## config.mk

```make
export PLATFORM = sky130hd
export DESIGN_NAME = amp_trig_ctrl
export DESIGN_NICKNAME = d
export VERILOG_FILES = /design/src/rtl/amp_trig_pkg.sv /design/src/rtl/amp_ctrl_reg.sv /design/src/rtl/amp_tick_div.sv /design/src/rtl/amp_settle.sv /design/src/rtl/amp_trig_sel.sv /design/src/rtl/amp_trig_ctrl.sv
export SDC_FILE = /design/constraint.sdc
export NUM_CORES = 1
export LEC_CHECK = 0
export ABC_AREA = 0
export CAP_MARGIN = 5
export CELL_PAD_IN_SITES_DETAIL_PLACEMENT = 2
export CELL_PAD_IN_SITES_GLOBAL_PLACEMENT = 2
export CORE_MARGIN = 3
export CORE_UTILIZATION = 35
export DETAILED_ROUTE_END_ITERATION = 8
export DONT_BUFFER_PORTS = 1
export PLACE_DENSITY_LB_ADDON = 0.1
export SYNTH_ARGS = -nofsm -noshare
export SYNTH_HDL_FRONTEND = slang
export SYNTH_SLANG_ARGS = --single-unit
```

## constraint.sdc

```tcl
create_clock -name clk -period 2.3 [get_ports clk]
set_input_delay 0.345 -clock clk [delete_from_list [all_inputs] [get_ports clk]]
set_output_delay 0.345 -clock clk [all_outputs]
set_load 0.005 [all_outputs]
```

## src/rtl/amp_trig_pkg.sv

```systemverilog
package amp_trig_pkg;

  typedef struct packed {
    logic       en;
    logic       shunt;
    logic [1:0] gain;
    logic [1:0] tsel;
  } amp_ctrl_t;

  // Written word to stored fields; a disable write disarms the source.
  function automatic amp_ctrl_t decode_write(input logic [7:0] d);
    amp_ctrl_t c;
    c.en    = d[7];
    c.shunt = d[6];
    c.gain  = d[5:4];
    c.tsel  = d[7] ? d[1:0] : 2'b00;
    return c;
  endfunction

  function automatic logic [7:0] encode_read(input amp_ctrl_t c);
    return {c.en, c.shunt, c.gain, 2'b00, c.tsel};
  endfunction

  // Effective enable: follows software, but holds through a running conversion.
  function automatic logic hold_enable(input logic sw_en, input logic eff_q,
                                       input logic busy, input logic done);
    return sw_en | (eff_q & busy & ~done);
  endfunction

endpackage

```

## src/rtl/amp_ctrl_reg.sv

```systemverilog
module amp_ctrl_reg
  import amp_trig_pkg::*;
(
  input  logic       clk,
  input  logic       rst_n,
  input  logic       wr_en,
  input  logic [7:0] wr_data,
  input  logic       conv_busy,
  input  logic       conv_done,
  output amp_ctrl_t  ctrl,
  output logic       eff_en,
  output logic       gain_chg
);
  amp_ctrl_t ctrl_q, ctrl_d;
  logic      eff_q;

  assign ctrl_d   = wr_en ? decode_write(wr_data) : ctrl_q;
  assign gain_chg = wr_en & (wr_data[5:4] != ctrl_q.gain);

  always_ff @(posedge clk) begin
    if (!rst_n) begin
      ctrl_q <= '0;
      eff_q  <= 1'b0;
    end else begin
      ctrl_q <= ctrl_d;
      eff_q  <= hold_enable(ctrl_d.en, eff_q, conv_busy, conv_done);
    end
  end

  assign ctrl   = ctrl_q;
  assign eff_en = eff_q;
endmodule

```

## src/rtl/amp_tick_div.sv

```systemverilog
module amp_tick_div #(
  parameter int DIV = 8
) (
  input  logic clk,
  input  logic rst_n,
  output logic tick
);
  localparam int W = (DIV > 1) ? $clog2(DIV) : 1;
  localparam logic [W-1:0] LAST = W'(DIV - 1);

  logic [W-1:0] cnt_q;

  always_ff @(posedge clk) begin
    if (!rst_n)              cnt_q <= '0;
    else if (cnt_q == LAST)  cnt_q <= '0;
    else                     cnt_q <= cnt_q + 1'b1;
  end

  assign tick = (cnt_q == LAST);
endmodule

```

## src/rtl/amp_settle.sv

```systemverilog
module amp_settle #(
  parameter int CYC = 32
) (
  input  logic clk,
  input  logic rst_n,
  input  logic gain_chg,
  output logic settling
);
  localparam int W = $clog2(CYC + 1);
  localparam logic [W-1:0] LOAD = W'(CYC);

  logic [W-1:0] left_q;

  always_ff @(posedge clk) begin
    if (!rst_n)             left_q <= '0;
    else if (gain_chg)      left_q <= LOAD;
    else if (left_q != '0)  left_q <= left_q - 1'b1;
  end

  assign settling = (left_q != '0);
endmodule

```

## src/rtl/amp_trig_sel.sv

```systemverilog
module amp_trig_sel #(
  parameter int N_EVT = 3
) (
  input  logic             clk,
  input  logic             rst_n,
  input  logic [N_EVT-1:0] evt_in,
  input  logic             tick,
  input  logic [1:0]       tsel,
  input  logic             eff_en,
  input  logic             busy,
  input  logic             settling,
  output logic [N_EVT-1:0] evt_rise,
  output logic             fire,
  output logic             trig_out
);
  logic [N_EVT-1:0] evt_q;
  logic             src_hit;
  logic             trig_q;

  for (genvar i = 0; i < N_EVT; i++) begin : g_edge
    always_ff @(posedge clk) begin
      if (!rst_n) evt_q[i] <= 1'b0;
      else        evt_q[i] <= evt_in[i];
    end
    assign evt_rise[i] = evt_in[i] & ~evt_q[i];
  end

  always_comb begin
    unique case (tsel)
      2'b00:   src_hit = tick;
      2'b01:   src_hit = evt_rise[0];
      2'b10:   src_hit = evt_rise[1];
      default: src_hit = evt_rise[2];
    endcase
  end

  assign fire = src_hit & eff_en & ~busy & ~settling;

  always_ff @(posedge clk) begin
    if (!rst_n) trig_q <= 1'b0;
    else        trig_q <= fire;
  end

  assign trig_out = trig_q;
endmodule

```

## src/rtl/amp_trig_ctrl.sv

```systemverilog
module amp_trig_ctrl
  import amp_trig_pkg::*;
#(
  parameter int SYNC_DIV       = 8,
  parameter int SETTLE_PERIODS = 4
) (
  input  logic       clk,
  input  logic       rst_n,
  input  logic       wr_en,
  input  logic [7:0] wr_data,
  output logic [7:0] rd_data,
  input  logic [2:0] evt_in,
  input  logic       conv_busy,
  input  logic       conv_done,
  output logic       amp_en,
  output logic       amp_shunt,
  output logic [1:0] amp_gain,
  output logic       trig_out
);
  localparam int SETTLE_CYC = SYNC_DIV * SETTLE_PERIODS;
  localparam int N_EVT      = 3;

  amp_ctrl_t        ctrl;
  logic             eff_en;
  logic             gain_chg;
  logic             tick;
  logic             settling;
  logic             fire;
  logic [N_EVT-1:0] evt_rise;

  amp_ctrl_reg u_reg (
    .clk(clk), .rst_n(rst_n), .wr_en(wr_en), .wr_data(wr_data),
    .conv_busy(conv_busy), .conv_done(conv_done),
    .ctrl(ctrl), .eff_en(eff_en), .gain_chg(gain_chg)
  );

  amp_tick_div #(.DIV(SYNC_DIV)) u_div (
    .clk(clk), .rst_n(rst_n), .tick(tick)
  );

  amp_settle #(.CYC(SETTLE_CYC)) u_settle (
    .clk(clk), .rst_n(rst_n), .gain_chg(gain_chg), .settling(settling)
  );

  amp_trig_sel #(.N_EVT(N_EVT)) u_sel (
    .clk(clk), .rst_n(rst_n), .evt_in(evt_in), .tick(tick),
    .tsel(ctrl.tsel), .eff_en(eff_en), .busy(conv_busy),
    .settling(settling), .evt_rise(evt_rise), .fire(fire),
    .trig_out(trig_out)
  );

  assign rd_data   = encode_read(ctrl);
  assign amp_en    = eff_en;
  assign amp_shunt = ctrl.shunt;
  assign amp_gain  = ctrl.gain;
endmodule

```

Yosys cells after proc, flatten, opt, wreduce, memory -nomap -nowiden
Index checks and enable logic that the tools add are counted. Widths: inputs -> output; s select.

Equal/unequal tests: 4. Mux-type cells: 5. Add/subtract/negate cells: 2. Reductions and logical operators: 5. Bitwise operators: 17.

Operators by type and width (number): $mux 6 (3); $and 1x1->1 (9); $not 1->1 (7); $reduce_bool 6->1 (1); $sub 6x1->6 const B (1); $reduce_or 2->1 (2); $add 3x1->3 const B (1); $eq 3x3->1 const B (1); $pmux 1 s3 (1); $eq 2x1->1 const B (1); $eq 2x2->1 const B (1); $logic_not 2->1 (1); $mux 2 (1); $ne 2x2->1 (1); $reduce_bool 2->1 (1); $or 1x1->1 (1).

Output and inout bits: 13. Input bits: 16. Logic and storage cells: 45. Bits in registers: 20.

Longest topological paths before layout
Word-level depth: 6. Depth in mapped cells: 6. Mapped depth without buffers: 5.

Cells and area by module
Synthesis repeated with hierarchy kept, for this count alone.

Cell total of the unflattened synthesis: 95. Area total of the unflattened synthesis: 944.7 um^2.

Modules (own cells, without submodules): amp_settle (instances 1, sequential area each 120.1 um^2, cells an instance 34, area each 326.6 um^2); amp_ctrl_reg (instances 1, sequential area each 140.1 um^2, cells an instance 28, area each 281.5 um^2); amp_trig_sel (instances 1, sequential area each 80.1 um^2, cells an instance 19, area each 180.2 um^2); amp_tick_div (instances 1, sequential area each 60.1 um^2, cells an instance 8, area each 115.1 um^2); amp_trig_ctrl (instances 1, sequential area each 0.0 um^2, cells an instance 6, area each 41.3 um^2).

Worst setup path after synthesis
OpenSTA, ideal clock, no wires.

Path kind: flip-flop to flip-flop. Start: reg u_settle.left_q[0]. End: reg u_settle.left_q[1]. Arrival time: 1688 ps. Setup time: 112 ps. Stages on the path, launching flop included: 7. Buffers on the path: 1. Clock period less this slack: 1800 ps. Setup slack: 500 ps. Required time: 2188 ps. Path through: dfxtp_1 inv_1 ha_1 or3b_1 buf_2 or3_1 a2111oi_1.

Longest elaborated chain between the ends: 1. Elaborated cells on any way between the ends: 2. Classes of those cells: 1 x add/sub; 1 x reduce/logical.

RTL lines: from (decl) (line amp_settle.sv:12) `logic [W-1:0] left_q;`; from (signal assigned) (line amp_settle.sv:17) `else if (left_q != '0) left_q <= left_q - 1'b1;`; $sub 6x1->6 or $reduce_bool 6->1 (tied branches) (line amp_settle.sv:17).

Parallel ways exist; a longest one is shown, timed or not. A chain may end at the register's enable or synchronous reset.

Worst setup path after layout
Same ends and word-level chain as after synthesis.

==> flow_summary.toml <==
[power_and_ir_drop]
p_per_area_nw_per_um2 = 1157
p_leak_nw = 0.3444
fin_total_pwr_mw = 1.043
vdd_drop_max_v = 0.0007277

[timing]
worstMarginPinSlew_ns = 0.7810
finalCritPeriodShare_pct = 86.74
fin_crit_ns = 1.995
finalMaxSlewViolations = 0
final.setup.worst_slack_ns = 0.3051
clock_skew_ns = 0.001014
max_slew_margin_pct = 47.46
setup_violations = 0
setup_tns_ns = 0
hold_viol = 0
whs_ns = 0.1553
max_freq_mhz = 501.3
rsz0062_at_grt = "no"

[critical_path]
endpoint_kind = "register"
arrival_ns = 2.19
worstSetupStartpointType = "register"
crit_fanout = 7
worstSetupPathType = "register to register"
crit_required_ns = 2.50

[synthesis]
yosysSeqAreaShare_pct = 46.31
synth_ff_type = "dfxtp_1"
synth_edf_count = 0
async_reset_ff_share_pct = 0
syn-instance-count = 88
syn_area_per_cell_sq_um = 9.825
ys_warn_count = 0
ys_types = 36
synth_area_sq_um = 864.6
synth_seq_cells = 20

[floorplanning]
core_area_sq_um = 2276
start_util_pct = 37.99
die-area_sq_um = 3102
die_height_microns = 55.70
die_x_microns = 55.70
io_pins = 29
num_rows = 17

[min_path]
hold_class = "input pin to register"

[layout]
final_cell_area_sq_um = 902.1
drive_gt1_share_pct = 4.762
final_cell_mix = "dfxtp_1 (20), nor2_1 (5), inv_1 (4), mux2i_1 (4), nor4_1 (4)"
nets = 104
antenna_cells = 0
final_util_pct = 39.64
num-fill-cells = 245
area_growth_pct = 4.342
layout_commonest_cell = "dfxtp_1"
instances_no_fill = 112

[global_routing]
grt_max_degree = 16
grt_pass1_wl_mm = 3.132
antenna_found_initial = 0
first_global_vias = 630
grtUsageTotal_pct = 12.86
grt-ovfl-total = 0

[placement]
dpl_cell_area_sq_um = 849.6
placement.io_buffers = 0
dp_slack_ns = 0.3045
gp_congestion = 0.7064
dp_cells = 108
hpwlAfterDp_mm = 1.406

[drt]
postRouteAntennaNets = 0
viasPerCell = 5.714
drt-total-wl_mm = 1.830
first_pass_iters = 3
drt_iter0_markers = 13
wl_per_cell_microns = 16.34
drc = 0
num_vias = 640

[clocking]
post_cts_buffers = 0
hold_buffers = 0
clkSinkCount = 20
insertion_delay_ns = 0.30
h-tree-depth = 1
cts_tree = "built"
clockRootBuffer = "clkbuf_4"
clkTransAtPathRegs_ns = 0.12
ctsResizeCount = 0
numCtsBuffers = 3
cts.path.max_buffers = 2

[run]
cap_violations = 0

[run_status]
status = "finished clean"
final timing paths:
check                                         from            endpoint  slack [ns]  depth (start not counted)
worst min-delay path                         rst_n  u_settle.left_q[5]        0.16                          1
worst min register to register      u_div.cnt_q[0]      u_div.cnt_q[0]        0.44                          1
worst max register to register  u_settle.left_q[0]  u_settle.left_q[1]        0.31                          5
worst max-delay path            u_settle.left_q[0]  u_settle.left_q[1]        0.31                          5
cell families after synthesis:
logic type               count (synthesis)  synth area share, %
AND/OR/NAND/NOR                         30                20.84
flip-flops                              20                46.31
AO/OA/AOI/OAI                           14                12.45
buffers and inverters                   13                7.959
multiplexers                             4                4.631
adder cells (fa/ha/maj)                  3                4.342
XOR/XNOR                                 3                3.040
other                                    1               0.4337
cell type report:
type                       count  area [sq um]  area share [%]
sequential                    20         400.4           44.38
multi-input combinational     56         399.1           44.24
tap                           28         35.03           3.883
clock inverter                 1         30.03           3.329
clock buffer                   3         22.52           2.497
inverter                       4         15.01           1.664
per-layer routing:
layer  share of wire (%)  global-route usage, %  vias to the layer above
met4                0.98                  6.250                        0
li1                    -                      -                      300
met1                  41                  15.10                      328
met5                   0                      0                        -
met3                 4.5                  3.712                        2
met2                  53                  21.28                       10
report_power, final:
part | internal (mW) | total, mW | leakage (nW) | switching, mW
combinational | 0.134 | 0.286 | 0.152 | 0.152
sequential | 0.405 | 0.470 | 0.165 | 0.0655
clock | 0.176 | 0.287 | 0.0279 | 0.111
registers in the layout, indices dropped and copies added (netlist names):
name and flops:
u_div.cnt_q 3, u_reg.ctrl 6, u_reg.eff_en 1, u_sel.evt_q 3, u_sel.trig_out 1, u_settle.left_q 6
cell usage after synthesis (3+ instances only):
| master | instances | area [sq um] |
|---|---|---|
| nor2_1 | 5 | 18.77 |
| nor4_1 | 4 | 25.02 |
| xnor2_1 | 3 | 26.28 |
| mux2i_1 | 4 | 40.04 |
| buf_4 | 5 | 37.54 |
| ha_1 | 3 | 37.54 |
| dfxtp_1 | 20 | 400.4 |
| inv_1 | 4 | 15.01 |
| and2_1 | 3 | 18.77 |
critical path: stages, from the launching register on:
cell	delay [ns]
dfxtp_1	0.37
inv_1	0.07
ha_1	0.21
or3b_1	0.48
or3_1	0.39
a2111oi_1	0.38
(Power assumes the default switching activity.)
